`src/rtl/ldev_pkg.sv`:
```
package ldev_pkg;
  localparam logic [7:0] IDX_ENABLE   = 8'h30;
  localparam logic [7:0] IDX_CHECK    = 8'h31;
  localparam logic [7:0] IDX_BASE0    = 8'h60;
  localparam logic [7:0] PAT_SEL_ONE  = 8'h55;
  localparam logic [7:0] PAT_SEL_ZERO = 8'hAA;
endpackage

```
`src/rtl/ldev_regs.sv`:
```
module ldev_regs
  import ldev_pkg::*;
#(
  parameter int NUM_RANGES = 8,
  parameter int ADDR_W     = 16
) (
  input  logic                             clk_i,
  input  logic                             rst_ni,
  input  logic                             cfg_reset_i,
  input  logic                             we_i,
  input  logic [7:0]                       idx_i,
  input  logic [7:0]                       wdata_i,
  input  logic [7:0]                       rd_idx_i,
  output logic [7:0]                       rdata_o,
  output logic                             enable_o,
  output logic                             chk_en_o,
  output logic                             chk_sel_o,
  output logic [NUM_RANGES-1:0][ADDR_W-1:0] base_o
);
  localparam int NUM_BYTES = 2 * NUM_RANGES;

  logic [7:0] wr_off, rd_off;
  assign wr_off = idx_i - IDX_BASE0;
  assign rd_off = rd_idx_i - IDX_BASE0;

  logic wr_base, rd_base;
  assign wr_base = (idx_i >= IDX_BASE0) && (int'(wr_off) < NUM_BYTES);
  assign rd_base = (rd_idx_i >= IDX_BASE0) && (int'(rd_off) < NUM_BYTES);

  always_ff @(posedge clk_i or negedge rst_ni) begin
    if (!rst_ni) begin
      enable_o  <= 1'b0;
      chk_en_o  <= 1'b0;
      chk_sel_o <= 1'b0;
    end else if (cfg_reset_i) begin
      enable_o  <= 1'b0;
      chk_en_o  <= 1'b0;
      chk_sel_o <= 1'b0;
    end else if (we_i) begin
      if (idx_i == IDX_ENABLE) enable_o <= wdata_i[0];
      if (idx_i == IDX_CHECK) begin
        chk_en_o  <= wdata_i[1];
        chk_sel_o <= wdata_i[0];
      end
    end
  end

  for (genvar g = 0; g < NUM_RANGES; g++) begin : g_base
    always_ff @(posedge clk_i or negedge rst_ni) begin
      if (!rst_ni) begin
        base_o[g] <= '0;
      end else if (cfg_reset_i) begin
        base_o[g] <= '0;
      end else if (we_i && wr_base && (int'(wr_off[7:1]) == g)) begin
        // even offset carries the upper byte
        if (!wr_off[0]) base_o[g][ADDR_W-1:8] <= wdata_i[ADDR_W-9:0];
        else            base_o[g][7:0]        <= wdata_i;
      end
    end
  end

  always_comb begin
    rdata_o = 8'h00;
    if (rd_idx_i == IDX_ENABLE) begin
      rdata_o = {7'b0, enable_o};
    end else if (rd_idx_i == IDX_CHECK) begin
      rdata_o = {6'b0, chk_en_o, chk_sel_o};
    end else if (rd_base) begin
      for (int k = 0; k < NUM_RANGES; k++) begin
        if (int'(rd_off[7:1]) == k)
          rdata_o = rd_off[0] ? base_o[k][7:0] : 8'(base_o[k][ADDR_W-1:8]);
      end
    end
  end
endmodule

```
`src/rtl/ldev_range_match.sv`:
```
module ldev_range_match #(
  parameter int ADDR_W    = 16,
  parameter int RANGE_LEN = 8
) (
  input  logic [ADDR_W-1:0] base_i,
  input  logic [ADDR_W-1:0] addr_i,
  output logic              match_o
);
  // one extra bit keeps the window end from wrapping at the top of space
  localparam logic [ADDR_W:0] LEN = (ADDR_W+1)'(RANGE_LEN);

  logic [ADDR_W:0] lo, hi, a;
  assign lo = {1'b0, base_i};
  assign hi = lo + LEN;
  assign a  = {1'b0, addr_i};

  assign match_o = (base_i != '0) && (a >= lo) && (a < hi);
endmodule

```
`src/rtl/ldev_io_check.sv`:
```
module ldev_io_check
  import ldev_pkg::*;
#(
  parameter int NUM_RANGES = 8,
  parameter int ADDR_W     = 16,
  parameter int RANGE_LEN  = 8
) (
  input  logic              clk_i,
  input  logic              rst_ni,
  input  logic              cfg_reset_i,
  input  logic              reg_we_i,
  input  logic [7:0]        reg_idx_i,
  input  logic [7:0]        reg_wdata_i,
  input  logic [7:0]        reg_rd_idx_i,
  output logic [7:0]        reg_rdata_o,
  input  logic              io_rd_i,
  input  logic [ADDR_W-1:0] io_addr_i,
  output logic              io_hit_o,
  output logic              io_drive_o,
  output logic [7:0]        io_rdata_o
);
  logic                              enable, chk_en, chk_sel;
  logic [NUM_RANGES-1:0][ADDR_W-1:0] base;
  logic [NUM_RANGES-1:0]             match;

  ldev_regs #(.NUM_RANGES(NUM_RANGES), .ADDR_W(ADDR_W)) u_regs (
    .clk_i      (clk_i),
    .rst_ni     (rst_ni),
    .cfg_reset_i(cfg_reset_i),
    .we_i       (reg_we_i),
    .idx_i      (reg_idx_i),
    .wdata_i    (reg_wdata_i),
    .rd_idx_i   (reg_rd_idx_i),
    .rdata_o    (reg_rdata_o),
    .enable_o   (enable),
    .chk_en_o   (chk_en),
    .chk_sel_o  (chk_sel),
    .base_o     (base)
  );

  for (genvar g = 0; g < NUM_RANGES; g++) begin : g_match
    ldev_range_match #(.ADDR_W(ADDR_W), .RANGE_LEN(RANGE_LEN)) u_match (
      .base_i (base[g]),
      .addr_i (io_addr_i),
      .match_o(match[g])
    );
  end

  logic in_window;
  assign in_window = io_rd_i && (|match);

  assign io_hit_o   = in_window && enable;
  assign io_drive_o = in_window && !enable && chk_en;  // check mode only while off
  assign io_rdata_o = !io_drive_o ? 8'h00 : (chk_sel ? PAT_SEL_ONE : PAT_SEL_ZERO);
endmodule

```
`config.mk`:
```
export PLATFORM = sky130hd
export DESIGN_NAME = ldev_io_check
export DESIGN_NICKNAME = d
export VERILOG_FILES = /design/src/rtl/ldev_pkg.sv /design/src/rtl/ldev_regs.sv /design/src/rtl/ldev_range_match.sv /design/src/rtl/ldev_io_check.sv
export SDC_FILE = /design/constraint.sdc
export NUM_CORES = 1
export LEC_CHECK = 0
export ABC_AREA = 1
export ABC_CLOCK_PERIOD_IN_PS = 5790
export BUFFER_PORTS_ARGS = -buffer_cell sky130_fd_sc_hd__buf_2
export CAP_MARGIN = 20
export CORE_MARGIN = 5
export CORE_UTILIZATION = 45
export DETAILED_ROUTE_END_ITERATION = 10
export PLACE_DENSITY = 0.6
export SETUP_SLACK_MARGIN = 0.05
export SKIP_CTS_REPAIR_TIMING = 1
export SYNTH_ARGS = -nofsm -noshare
export SYNTH_HDL_FRONTEND = slang
export SYNTH_SLANG_ARGS = --single-unit
```
`constraint.sdc`:
```
create_clock -name clk_i -period 5.79 [get_ports clk_i]
set_input_delay 0.579 -clock clk_i [delete_from_list [all_inputs] [get_ports clk_i]]
set_output_delay 0.579 -clock clk_i [all_outputs]
set_load 0.03 [all_outputs]
```
Yosys cells after proc, flatten, opt, wreduce, memory -nomap -nowiden
Index checks and enable logic that the tools add are counted. Widths: inputs -> output; s select.

Register bits after elaboration: 131. Bits of input ports: 45. Output and inout port bits: 18.

Add/sub/neg operators: 10. $lt $le $gt $ge: 20. Eq/ne operators: 19. Muxes and demuxes: 48. Reductions and logical operators: 73.

Operators by type and width (number): $mux 16 (16); $mux 8 (23); $add 16x4->17 const B (8); $lt 16x17->1 (8); $ge 16x16->1 (8); $reduce_bool 16->1 (8); $eq 7x4->1 const B (8); $reduce_and 2->1 (18); $eq 8x6->1 const B (4); $logic_and 1x1->1 (31); $eq 7x3->1 const B (4); $reduce_bool 2->1 (12); $ge 8x7->1 const B (2); $lt 8x5->1 const B (2); $sub 8x7->8 const B (2); $eq 7x2->1 const B (2); $logic_not 7->1 (2); $mux 1 (9); $reduce_or 8->1 (1); $ne 2x2->1 const B (1); $logic_not 1->1 (1).

Logic depth before layout (Yosys ltp)
Depth in word-level cells: 13. Gate-level depth with buffers: 21. Gate-level depth less buffers: 20.

By module
From an unflattened synthesis, not the netlist that was laid out.

Cells, all modules: 2207. Area, all modules: 15314.7 um^2.

By module, submodules not included: ldev_regs (instances 1, cells an instance 763, area each 6543.8 um^2, seq. area each 3278.1 um^2); ldev_range_match (g_match[2].u_match ...) (instances 5, cells an instance 177, area each 1074.8 um^2, seq. area each 0.0 um^2); ldev_range_match (g_match[0].u_match ...) (instances 2, cells an instance 177, area each 1093.5 um^2, seq. area each 0.0 um^2); ldev_range_match (g_match[5].u_match) (instances 1, cells an instance 176, area each 1069.8 um^2, seq. area each 0.0 um^2); ldev_io_check (instances 1, cells an instance 29, area each 140.1 um^2, seq. area each 0.0 um^2).

Least setup slack after synthesis
OpenSTA, ideal clock, no wires.

Kind: reg-to-output. From: reg u_regs.base_o[5] (netlist name). To: out io_rdata_o[2]. Arrival: 3090 ps. Data required time: 5211 ps. Path slack: 2121 ps. Cell stages (with the launch flop): 20. Path buffers: 2. Path through: dfrtp_1 -> buf_4 -> nand3_1 -> nor3_4 -> inv_1 -> nor4_1 -> nand2_1 -> xor2_1 -> ha_1 -> a21oi_1 -> nand3b_1 -> nand3_1 -> nor2_1 -> nand3_1 -> nand2_1 -> nor2_1 -> nand2_2 -> nand3_2 -> nor2_1 -> buf_4.

Cells in the longest elaborated chain, start to end: 8.

Ends and longest elaborated chain: from (decl) (line ldev_regs.sv:18) `output logic [NUM_RANGES-1:0][ADDR_W-1:0] base_o`; from (signal, indexed assignment) (line ldev_regs.sv:56) `if (!wr_off[0]) base_o[g][ADDR_W-1:8] <= wdata_i[ADDR_W-9:0];`; from (signal, indexed assignment) (line ldev_regs.sv:57) `else base_o[g][7:0] <= wdata_i;`; $add 16x4->17 (tied with other cells) (line ldev_range_match.sv:14) `assign hi = lo + LEN;`; $lt 16x17->1 or $logic_and 1x1->1 (tied branches) (line ldev_range_match.sv:17) `assign match_o = (base_i != '0) && (a >= lo) && (a < hi);`; $logic_and 1x1->1 (*) (line ldev_range_match.sv:17); $reduce_or 8->1 (*) (line ldev_io_check.sv:50) `assign in_window = io_rd_i && (|match);`; $logic_and 1x1->1 (*) (line ldev_io_check.sv:50); $logic_and 1x1->1 (*) (2 in series) (line ldev_io_check.sv:53) `assign io_drive_o = in_window && !enable && chk_en;`; $mux 8 (*) (line ldev_io_check.sv:54) `assign io_rdata_o = !io_drive_o ? 8'h00 : (chk_sel ? PAT_SEL_ONE : PAT_SEL_ZERO);`; to (decl) (line ldev_io_check.sv:20) `output logic [7:0] io_rdata_o`.

Every way passes the cells marked *; elsewhere a longest branch is shown, timed or not.

Final worst setup path
From: reg u_regs.base_o[3] (netlist name). To: out io_rdata_o[0].

The elaborated chain is that of the path after synthesis.

==> flow_metrics.env <==
export IMPL_outcome="completed"
export IMPL_globalplace_congestion=0.9768
export IMPL_slew_viol_final=0
export IMPL_drt_iter0_markers=1473
export IMPL_clk_latency_ns=0.42
export IMPL_crit_reg2reg_launch="u_regs.base_o[13]"
export IMPL_num_rows=65
export IMPL_ios=63
export IMPL_relSlewSlack_pct=25.98
export IMPL_drive_gt1_share_pct=6.513
export IMPL_ant_nets=0
export IMPL_total_power_w=0.003453
export IMPL_dpl_worst_slack_ns=1.807
export IMPL_htree_levels=4
export IMPL_viasPerCell=5.623
export IMPL_worst_pin_slew_ns=1.108
export IMPL_grt_busiest_layer="met2"
export IMPL_crit_path_end_kind="primary output"
export IMPL_synth_top_cell_area_share_pct=22.63
export IMPL_crit_fanout=7
export IMPL_synth_area_leaders="dfrtp_1, ha_1, nand2_1, inv_1, o21ai_0"
export IMPL_areaGrowthSynthToFinish_pct=8.283
export IMPL_vdd_drop_max_v=0.0001664
export IMPL_synth_top_area_cell="dfrtp_1"
export IMPL_first_global_vias=13270
export IMPL_core_sq_mm=0.03164
export IMPL_cp_data_required_time_ns=5.21
export IMPL_use_met2_pct=45.22
export IMPL_tns_ns=0
export IMPL_initial_core_util_pct=45.79
export IMPL_drt_pass1_iterations=7
export IMPL_grt_overflow_total=0
export IMPL_cts_sink_count=131
export IMPL_hpwlAfterDp_mm=36.84
export IMPL_r2r_setup_slack_ns=4.92
export IMPL_cts_buffer_depth=2
export IMPL_critPathLaunchType="register"
export IMPL_synth_area_sq_mm=0.01449
export IMPL_setup_viol=0
export IMPL_antenna_found_initial=1
export IMPL_power_density_mw_per_mm2=220.1
export IMPL_postRouteWirelength_mm=50.82
export IMPL_drc=0
export IMPL_syn_avg_cell_area_sq_um=6.988
export IMPL_met1_usage_pct=40.11
export IMPL_clk_root_buffer_cell="clkbuf_16"
export IMPL_crit_arrival_ns=3.94
export IMPL_min_path_type="in -> async"
export IMPL_post_drt_wl_per_cell_um=20.15
export IMPL_portBuffers=62
export IMPL_numCtsBuffers=17
export IMPL_num_vias=14180
export IMPL_die_w_um=189.4
export IMPL_grt_setup_unrepaired="false"
export IMPL_ys_warnings_count=0
export IMPL_grt_pass1_wl_mm=77.84
export IMPL_hold_violations=0
export IMPL_nets=2395
export IMPL_clkTransAtPathRegs_ns=0.07
export IMPL_yosys_cell_types_count=41
export IMPL_synth_yosys_seq_area_share_pct=22.63
export IMPL_maxCapViolCount=0
export IMPL_period_share_pct=78.08
export IMPL_max_freq_ghz=0.2212
export IMPL_worst_slack_ns=1.269
export IMPL_rr_endpoint="u_regs.base_o[13]"
export IMPL_grt_met3_usage_pct=2.931
export IMPL_grt_max_degree=67
export IMPL_critPathKind="reg -> out"
export IMPL_synth_cells=2073
export IMPL_grt_usage_pct=28.21
export IMPL_dieArea_sq_mm=0.03588
export IMPL_leakage_nw=7.640
export IMPL_skew_ns=0
export IMPL_period_minus_slack_ns=4.521
export IMPL_die_h_um=189.4
export IMPL_ff2ff_path_depth=2
export IMPL_synth_seq_cells=131
export IMPL_syn_num_nets=2362
export IMPL_cts_tree="yes"
-- power by group --
part           internal [W]  switching, W
clock network      0.000685      0.000483
registers           0.00100      0.000162
logic              0.000402      0.000717
-- metal layers --
layer  wire length [um]  vias to the layer above  part of all wire (%)
met5                  0                        -                     0
met1              22750                     6547                    45
met2              22730                      548                    45
met4               1576                        0                   3.1
met3               3763                       75                   7.4
li1                   -                     7012                     -
-- sequential cells by signal (all words and copies together) (netlist names) --
| name | cells |
|---|---|
| u_regs.enable_o | 1 |
| u_regs.base_o | 128 |
| u_regs.chk_sel_o | 1 |
| u_regs.chk_en_o | 1 |
-- Yosys cell counts, drive strengths merged --
cell and number:
clkinv 1, xor2 77, a31oi 1, o211a 1, nor3 21, o21bai 5, nor4 50, nand3 87
buf 34, a22oi 4, nand2 565, a21o 1, nand4 46, inv 268, o21ai 205, o2111a 2
o21a 7, o211ai 29, or2 1, nor2 136, nand3b 16, o2111ai 2, clkbuf 23, xnor2 9
dfrtp 131, ha 244, a21oi 107
-- how the worst max path moves through the flow --
stage / from / endpoint / slack (ns) / cells past startpoint
2_1_floorplan: u_regs.base_o[5] / io_rdata_o[2] / 2.12 / 19
3_3_place_gp: u_regs.base_o[121] / io_rdata_o[1] / 1.83 / 17
3_5_place_dp: u_regs.base_o[5] / io_rdata_o[0] / 1.81 / 18
4_1_cts: u_regs.base_o[101] / io_rdata_o[1] / 1.28 / 18
5_1_grt: u_regs.base_o[101] / io_rdata_o[7] / 0.93 / 18
6_report: u_regs.base_o[3] / io_rdata_o[0] / 1.27 / 18
-- kinds of logic (layout without fill, tap and decap cells) --
family	count (synthesis)	in the layout	share of synthesized area, %
other	0	1	0
XOR/XNOR	86	86	5.200
AND/OR/NAND/NOR	922	922	27.95
buffers and inverters	326	372	9.588
flip-flops	131	131	22.63
adder cells (fa/ha/maj)	244	244	21.08
AO/OA/AOI/OAI	364	364	13.55
-- area by class of cell --
type	instances	area, sq um
Clock buffer	18	429.2
Multi-Input combinational cell	1616	9818
Clock inverter	14	180.2
Antenna cell	1	2.502
Tap cell	402	503.0
Timing Repair Buffer	71	464.2
Inverter	269	1010
Sequential cell	131	3278
Fill cell	3215	15950
-- cell usage in the layout, fill, tap and decap left out, drive strengths merged, types with 18 or more instances in the layout --
master and count:
a21oi 107, buf 71, clkbuf 18, dfrtp 131, ha 244, inv 271, nand2 565, nand3 87
nand4 46, nor2 136, nor3 21, nor4 50, o211ai 29, o21ai 205, xor2 77
-- critical path, cell delays in order (launching register included) --
cell	delay [ns]
dfrtp_1	0.49
nand3_1	0.22
nor3_4	0.27
inv_1	0.09
nor4_1	0.39
nand2_1	0.13
xor2_1	0.17
ha_1	0.30
a21oi_1	0.15
nand3b_1	0.12
nand3_1	0.08
nor2_1	0.12
nand3_1	0.11
nand2_1	0.20
nor2_1	0.08
nand2_2	0.09
nand3_2	0.10
nor2_1	0.18
buf_2	0.23
-- stage by stage --
stage	std cells	utilization, %	hold WS, ns	instance area (sq um)
2_1_floorplan	2073	-	0.2834	14490
3_3_place_gp	2485	47.30	0.5065	14960
3_5_place_dp	2488	47.56	0.5097	15050
4_1_cts	2520	49.48	0.1411	15660
5_1_grt	2521	49.57	0.1658	15680
6_report	2522	49.58	0.1100	15690
No activity file was read; power rests on OpenSTA's default activity.
